`config.mk`:
```
export PLATFORM = sky130hd
export DESIGN_NAME = conv_supervisor
export DESIGN_NICKNAME = d
export VERILOG_FILES = /design/src/rtl/conv_sup_pkg.sv /design/src/rtl/conv_sup_fsm.sv /design/src/rtl/conv_sup_timebase.sv /design/src/rtl/conv_supervisor.sv
export SDC_FILE = /design/constraint.sdc
export NUM_CORES = 1
export LEC_CHECK = 0
export BUFFER_PORTS_ARGS = -buffer_cell sky130_fd_sc_hd__buf_2
export CAP_MARGIN = 20
export CORE_MARGIN = 1.5
export CORE_UTILIZATION = 45
export DETAILED_ROUTE_END_ITERATION = 12
export HOLD_SLACK_MARGIN = 0.1
export PLACE_DENSITY = 0.67
export SYNTH_ARGS = -nofsm -noshare
export SYNTH_HDL_FRONTEND = slang
export SYNTH_SLANG_ARGS = --single-unit
```
`constraint.sdc`:
```
create_clock -name clk -period 1.4 [get_ports clk]
set_clock_uncertainty 0.2 [all_clocks]
set_input_delay 0.14 -clock clk [delete_from_list [all_inputs] [get_ports clk]]
set_output_delay 0.14 -clock clk [all_outputs]
set_load 0.005 [all_outputs]
```
`src/rtl/conv_sup_pkg.sv`:
```
package conv_sup_pkg;

  typedef enum logic [2:0] {
    SUP_BOOT = 3'd0,
    SUP_RUN  = 3'd1,
    SUP_HOT  = 3'd2,
    SUP_LOCK = 3'd3,
    SUP_OFF  = 3'd4
  } sup_state_e;

  typedef struct packed {
    logic supply_ok;
    logic reg_ok;
    logic under_min;
    logic under_lock;
    logic shdn;
    logic hot;
    logic pwm;
  } sup_flags_t;

endpackage

```
`src/rtl/conv_sup_fsm.sv`:
```
module conv_sup_fsm
  import conv_sup_pkg::*;
(
  input  logic       clk,
  input  logic       rst_n,
  input  sup_flags_t flags,
  output logic       boot_en,
  output logic       run_en,
  output logic       sw_off
);

  sup_state_e state_q, state_d;

  always_comb begin
    state_d = state_q;
    if (flags.shdn) begin
      state_d = SUP_OFF;
    end else begin
      unique case (state_q)
        SUP_OFF:  state_d = SUP_BOOT;
        SUP_BOOT: if (flags.under_lock)     state_d = SUP_LOCK;
                  else if (flags.reg_ok)    state_d = SUP_RUN;
        SUP_RUN:  if (flags.under_lock)     state_d = SUP_LOCK;
                  else if (flags.under_min) state_d = SUP_BOOT;
                  else if (flags.hot && flags.pwm) state_d = SUP_HOT;
        SUP_HOT:  if (flags.under_lock)     state_d = SUP_LOCK;
                  else if (!flags.hot)      state_d = SUP_RUN;
        SUP_LOCK: if (!flags.under_lock)    state_d = SUP_BOOT;
        default:  state_d = SUP_OFF;
      endcase
    end
  end

  always_ff @(posedge clk or negedge rst_n) begin
    if (!rst_n) state_q <= SUP_BOOT;
    else        state_q <= state_d;
  end

  always_comb begin
    boot_en = !flags.shdn && flags.supply_ok && (state_q == SUP_BOOT);
    run_en  = !flags.shdn && (state_q == SUP_RUN);
    sw_off  = flags.shdn || (state_q == SUP_LOCK) || (state_q == SUP_HOT) ||
              (state_q == SUP_OFF);
  end

  AST_BOOT_TO_RUN: assert property (@(posedge clk) disable iff (!rst_n)
    (state_q == SUP_BOOT && !flags.shdn && !flags.under_lock && flags.reg_ok)
      |=> (state_q == SUP_RUN));

  AST_UNDER_MIN_FALLBACK: assert property (@(posedge clk) disable iff (!rst_n)
    (state_q == SUP_RUN && !flags.shdn && !flags.under_lock && flags.under_min)
      |=> (state_q == SUP_BOOT));

  AST_LOCK_EXIT_VIA_BOOT: assert property (@(posedge clk) disable iff (!rst_n)
    (state_q == SUP_LOCK && !flags.shdn && !flags.under_lock)
      |=> (state_q == SUP_BOOT));

  AST_SHDN_STOPS: assert property (@(posedge clk) disable iff (!rst_n)
    flags.shdn |=> (state_q == SUP_OFF));

  AST_PFM_IGNORES_HEAT: assert property (@(posedge clk) disable iff (!rst_n)
    (state_q == SUP_RUN && !flags.shdn && !flags.under_lock && !flags.under_min &&
     !flags.pwm) |=> (state_q == SUP_RUN));

  AST_HOT_RESUME: assert property (@(posedge clk) disable iff (!rst_n)
    (state_q == SUP_HOT && !flags.shdn && !flags.under_lock && !flags.hot)
      |=> run_en || flags.shdn);

endmodule

```
`src/rtl/conv_sup_timebase.sv`:
```
module conv_sup_timebase #(
  parameter int INT_DIV  = 100,
  parameter int SYNC_DIV = 22,
  parameter int SYNC_TO  = 64
) (
  input  logic clk,
  input  logic rst_n,
  input  logic sync_raw,
  output logic strobe,
  output logic ext_sel
);

  localparam int MAXDIV = (INT_DIV > SYNC_DIV) ? INT_DIV : SYNC_DIV;
  localparam int CW     = $clog2(MAXDIV);
  localparam int TW     = $clog2(SYNC_TO + 1);
  localparam logic [CW-1:0] INT_LIM  = CW'(INT_DIV - 1);
  localparam logic [CW-1:0] SYNC_LIM = CW'(SYNC_DIV - 1);
  localparam logic [TW-1:0] TO_LIM   = TW'(SYNC_TO - 1);
  localparam logic [TW-1:0] TO_MAX   = TW'(SYNC_TO);

  logic          s_meta, s_sync, s_prev;
  logic          edge_seen;
  logic [TW-1:0] idle_q, idle_d;
  logic [CW-1:0] cnt_q, cnt_d;
  logic          ext_q, ext_d, pend_q, pend_d, tick_q, tick_d;
  logic          adv, wrap, lost;

  always_ff @(posedge clk or negedge rst_n) begin
    if (!rst_n) begin
      s_meta <= 1'b0;
      s_sync <= 1'b0;
      s_prev <= 1'b0;
    end else begin
      s_meta <= sync_raw;
      s_sync <= s_meta;
      s_prev <= s_sync;
    end
  end

  assign edge_seen = s_sync && !s_prev;

  always_comb begin
    idle_d = idle_q;
    if (edge_seen)             idle_d = '0;
    else if (idle_q != TO_MAX) idle_d = idle_q + 1'b1;

    adv  = ext_q ? edge_seen : 1'b1;
    wrap = adv && (cnt_q == (ext_q ? SYNC_LIM : INT_LIM));
    lost = ext_q && !edge_seen && (idle_q == TO_LIM);

    pend_d = pend_q;
    if (ext_q)                  pend_d = 1'b0;
    else if (edge_seen)         pend_d = 1'b1;
    else if (idle_q == TO_LIM)  pend_d = 1'b0;

    ext_d  = ext_q;
    cnt_d  = cnt_q;
    tick_d = 1'b0;
    if (lost) begin
      ext_d = 1'b0;
      cnt_d = '0;
    end else if (wrap) begin
      cnt_d  = '0;
      tick_d = 1'b1;
      if (!ext_q) begin
        ext_d  = pend_q;
        pend_d = 1'b0;
      end
    end else if (adv) begin
      cnt_d = cnt_q + 1'b1;
    end
  end

  always_ff @(posedge clk or negedge rst_n) begin
    if (!rst_n) begin
      idle_q <= TO_MAX;
      cnt_q  <= '0;
      ext_q  <= 1'b0;
      pend_q <= 1'b0;
      tick_q <= 1'b0;
    end else begin
      idle_q <= idle_d;
      cnt_q  <= cnt_d;
      ext_q  <= ext_d;
      pend_q <= pend_d;
      tick_q <= tick_d;
    end
  end

  assign strobe  = tick_q;
  assign ext_sel = ext_q;

  AST_STROBE_SINGLE: assert property (@(posedge clk) disable iff (!rst_n)
    tick_q |=> !tick_q);

  AST_EXT_ON_BOUNDARY: assert property (@(posedge clk) disable iff (!rst_n)
    $rose(ext_q) |-> tick_q);

  AST_LOSS_AFTER_TIMEOUT: assert property (@(posedge clk) disable iff (!rst_n)
    $fell(ext_q) |-> ($past(idle_q) == TO_LIM));

  AST_EXT_COUNTS_EDGES: assert property (@(posedge clk) disable iff (!rst_n)
    (ext_q && !edge_seen && !lost) |=> $stable(cnt_q));

endmodule

```
`src/rtl/conv_supervisor.sv`:
```
module conv_supervisor
  import conv_sup_pkg::*;
#(
  parameter int INT_DIV  = 100,
  parameter int SYNC_DIV = 22,
  parameter int SYNC_TO  = 64
) (
  input  logic clk,
  input  logic rst_n,
  input  logic in_supply_ok,
  input  logic out_reg_ok,
  input  logic out_under_min,
  input  logic out_under_lock,
  input  logic shutdown,
  input  logic over_temp,
  input  logic pwm_active,
  input  logic sync_clk_in,
  output logic boot_osc_en,
  output logic loop_en,
  output logic switch_off,
  output logic period_strobe,
  output logic ext_clk_sel
);

  sup_flags_t flags;

  always_comb begin
    flags.supply_ok  = in_supply_ok;
    flags.reg_ok     = out_reg_ok;
    flags.under_min  = out_under_min;
    flags.under_lock = out_under_lock;
    flags.shdn       = shutdown;
    flags.hot        = over_temp;
    flags.pwm        = pwm_active;
  end

  conv_sup_fsm u_fsm (
    .clk     (clk),
    .rst_n   (rst_n),
    .flags   (flags),
    .boot_en (boot_osc_en),
    .run_en  (loop_en),
    .sw_off  (switch_off)
  );

  conv_sup_timebase #(
    .INT_DIV  (INT_DIV),
    .SYNC_DIV (SYNC_DIV),
    .SYNC_TO  (SYNC_TO)
  ) u_tb (
    .clk      (clk),
    .rst_n    (rst_n),
    .sync_raw (sync_clk_in),
    .strobe   (period_strobe),
    .ext_sel  (ext_clk_sel)
  );

  AST_ENABLE_EXCLUSIVE: assert property (@(posedge clk) disable iff (!rst_n)
    switch_off |-> !(boot_osc_en || loop_en));

endmodule

```
==> results.yml <==
grt:
  grt-ovfl-total: 0
  grt_pass1_wl_mm: 4.03
  antenna_found_initial: 0
  globalRouteTotalUtil_pct: 18.9
  grt_max_degree: 24
  grt_pass1_vias: 944
worst_setup_path:
  r2r_slack_ps: -90
  start_kind: "flip-flop"
  worstPathCellList: "nor4b_2 -> buf_2"
  worst_setup_path_end_kind: "primary output"
  crit_family: "flip-flops"
  critical_path_buf_inv_count: 1
  path_class: "reg -> out"
  slowest_stage: "dfrtp_2"
  cp_max_fo: 5
  arrival_ps: 1210
  crit_path_max_incr_delay_ps: 460
  cp.required_ps: 1060
routing:
  drc_errors: 0
  ant_nets: 0
  firstDrtPassIters: 4
  drtIter0Drc: 21
  totalWireLength_mm: 2.76
  viasPerCell: 5.30
  wl_per_cell_um: 14.5
  route.vias.total: 1012
sta:
  finalSetupTns_ps: -1050
  rsz0062_at_grt: "true"
  tightest_slew_ps: 507
  maxSlewViolCount: 0
  finalHoldViolations: 0
  setup_viol: 16
  post-route-period-util_pct: 111
  max_slew_margin_pct: 66.2
  finalWorstSetupSlack_ps: -154
  period_minus_slack_ps: 1550
  max_freq_mhz: 643
placement:
  place_inst: 169
  place_congestion: 0.793
  postPlaceCellArea_mm2: 0.00140
  dp_hpwl_mm: 1.68
  port_buffers: 14
power:
  power_frac_comb_pct: 26.7
  p_int_w: 0.00105
  power_switching_w: 0.000419
  p_total_w: 0.00147
  pwr-share-clk_pct: 20.6
  peakVddDrop_uv: 981
  p_leak_nw: 0.819
  seqPwrFrac_pct: 52.8
  power_density_mw_per_mm2: 865
  switching_share_pct: 28.5
cells_and_area:
  nets: 175
  drive_gt1_share_pct: 50.9
  final_cell_mix: "24 x buf_4, 18 x dfrtp_1, 14 x buf_2"
  area_growth_pct: 41.3
  utilization_pct: 68.2
  design_area_mm2: 0.00170
  fin_cells: 191
  diodes: 0
  layout_commonest_cell: "buf_4"
  fill_cells: 184
floorplan:
  start_util_pct: 48.2
  fp.dieW_um: 54.8
  core_area_mm2: 0.00250
  num_rows: 18
  dieHeight_um: 54.8
  io_pins: 15
  die_area_mm2: 0.00300
synthesis:
  netlist_top_cells_area: "dfrtp_1 46%, xnor2_1 5.8%, nor2_1 4.0%"
  ys.flop_type: "dfrtp_1"
  async_flop_share_pct: 100
  synth_area_mm2: 0.00121
  ys_ff_latch: 23
  syn-num-nets: 127
  ys_seq_area_share_pct: 47.8
  yosysTopAreaCellShare_pct: 45.6
  syn_inst: 114
  yosys_warnings: 0
  synth_cell_types: 39
  synth_edf_count: 0
  syn_area_per_cell_um2: 10.6
  netlist.top_cell.by_area: "dfrtp_1"
cts:
  clk_latency_ps: 310
  cts_tree: "built"
  numClockSinks: 23
  h-tree-depth: 1
  clockRootBuffer: "clkbuf_4"
  path_clk_slew_ps: 130
  cts_made_buffers: 3
  clk_path_buf_depth: 2
flow_run:
  cap_violations: 0
hold_path:
  hp-class: "in -> async"
status:
  status: "finished, violations left"
  violations: "negative setup slack"
[final cells by class]
type / instances / area, µm² / share of cell area, %
flip-flops and latches: 23 / 582 / 34.1
multi-input cells: 84 / 711 / 41.7
clock buffers: 4 / 26.3 / 1.54
well taps: 30 / 37.5 / 2.20
inverters: 4 / 15.0 / 0.881
repair buffers: 46 / 333 / 19.5
[Yosys cell counts (2+ instances only)]
| library cell | count |
|---|---|
| dfrtp_1 | 22 |
| nor2_1 | 13 |
| xnor2_1 | 8 |
| a21oi_1 | 7 |
| nand2_1 | 6 |
| nand3_1 | 6 |
| nand2b_1 | 5 |
| inv_1 | 4 |
| o21ai_0 | 4 |
| ha_1 | 3 |
| nor3_1 | 3 |
| a211oi_1 | 2 |
| and3_1 | 2 |
| and4bb_2 | 2 |
| mux2i_1 | 2 |
| nor2b_1 | 2 |
[stage by stage]
step           setup WS [ps]  hold WS, ps
2_1_floorplan           -101         -356
3_3_place_gp           -95.4        -59.4
3_5_place_dp            -125        -52.5
4_1_cts                 -110          120
5_1_grt                 -195          148
6_report                -154          107
[kinds of logic (layout without fill, tap and decap cells)]
group | Yosys count | after routing | share of synthesized area (%)
adder cells (fa/ha/maj) | 3 | 3 | 3.11
AND/OR/NAND/NOR | 50 | 50 | 24.0
XOR/XNOR | 9 | 9 | 6.54
AO/OA/AOI/OAI | 20 | 20 | 13.8
multiplexers | 2 | 2 | 1.66
flip-flops | 23 | 23 | 47.8
buffers and inverters | 7 | 54 | 3.11
[state kept, by name (all words and copies together), names as in the netlist]
signal and count:
u_tb.pend_q 1, u_tb.s_prev 1, u_tb.idle_q 7, u_tb.ext_sel 1
u_tb.s_meta 1, u_fsm.state_q 3, u_tb.strobe 1, u_tb.s_sync 1
u_tb.cnt_q 7
[power by group through the flow]
stage / Sequential [W] / Combinational [W] / Clock [W]
floorplan: 0.000769 / 0.000127 / 0
global placement: 0.000767 / 0.000231 / 0
detailed placement: 0.000770 / 0.000247 / 0
CTS: 0.000759 / 0.000286 / 0.000318
global route: 0.000786 / 0.000429 / 0.000351
finish: 0.000777 / 0.000393 / 0.000303
[layer usage]
layer  vias up  share of wire, %  global-route usage, %
li1        490                 -                      -
met1       505                43                   23.3
met2        15                53                   32.9
met3         2               3.2                   5.19
met4         0              0.36                   3.33
met5         -                 0                      0
[path summary, 6_finish.rpt]
| path | from | to | cells after the start |
|---|---|---|---|
| max in group asynchronous | rst_n | u_fsm.state_q[1]$_DFFE_PN0P_ | 2 |
| min reg2reg | u_tb.s_meta$_DFF_PN0_ | u_tb.s_sync$_DFF_PN0_ | 0 |
| max | u_fsm.state_q[1]$_DFFE_PN0P_ | loop_en | 2 |
| min in group clk | out_under_min | u_fsm.state_q[0]$_DFFE_PN0P_ | 4 |
| min | rst_n | u_tb.cnt_q[6]$_DFFE_PN0P_ | 2 |
| max reg2reg | u_tb.s_prev$_DFF_PN0_ | u_tb.cnt_q[4]$_DFFE_PN0P_ | 4 |
[worst register-to-register path, stage by stage, from the launching register on]
cell and delay (ps):
dfrtp_1 390, nand2b_4 160, a211o_4 360, o21ai_4 220, nor2_1 70
[repair_timing]
action,in CTS,in global routing
setup endpoints to repair,15,20
resized for setup,8,26
pin swaps,13,14
buffers inserted,8,4
hold buffers,6,0
hold endpoints to repair,27,0
(Power assumes the default switching activity.)
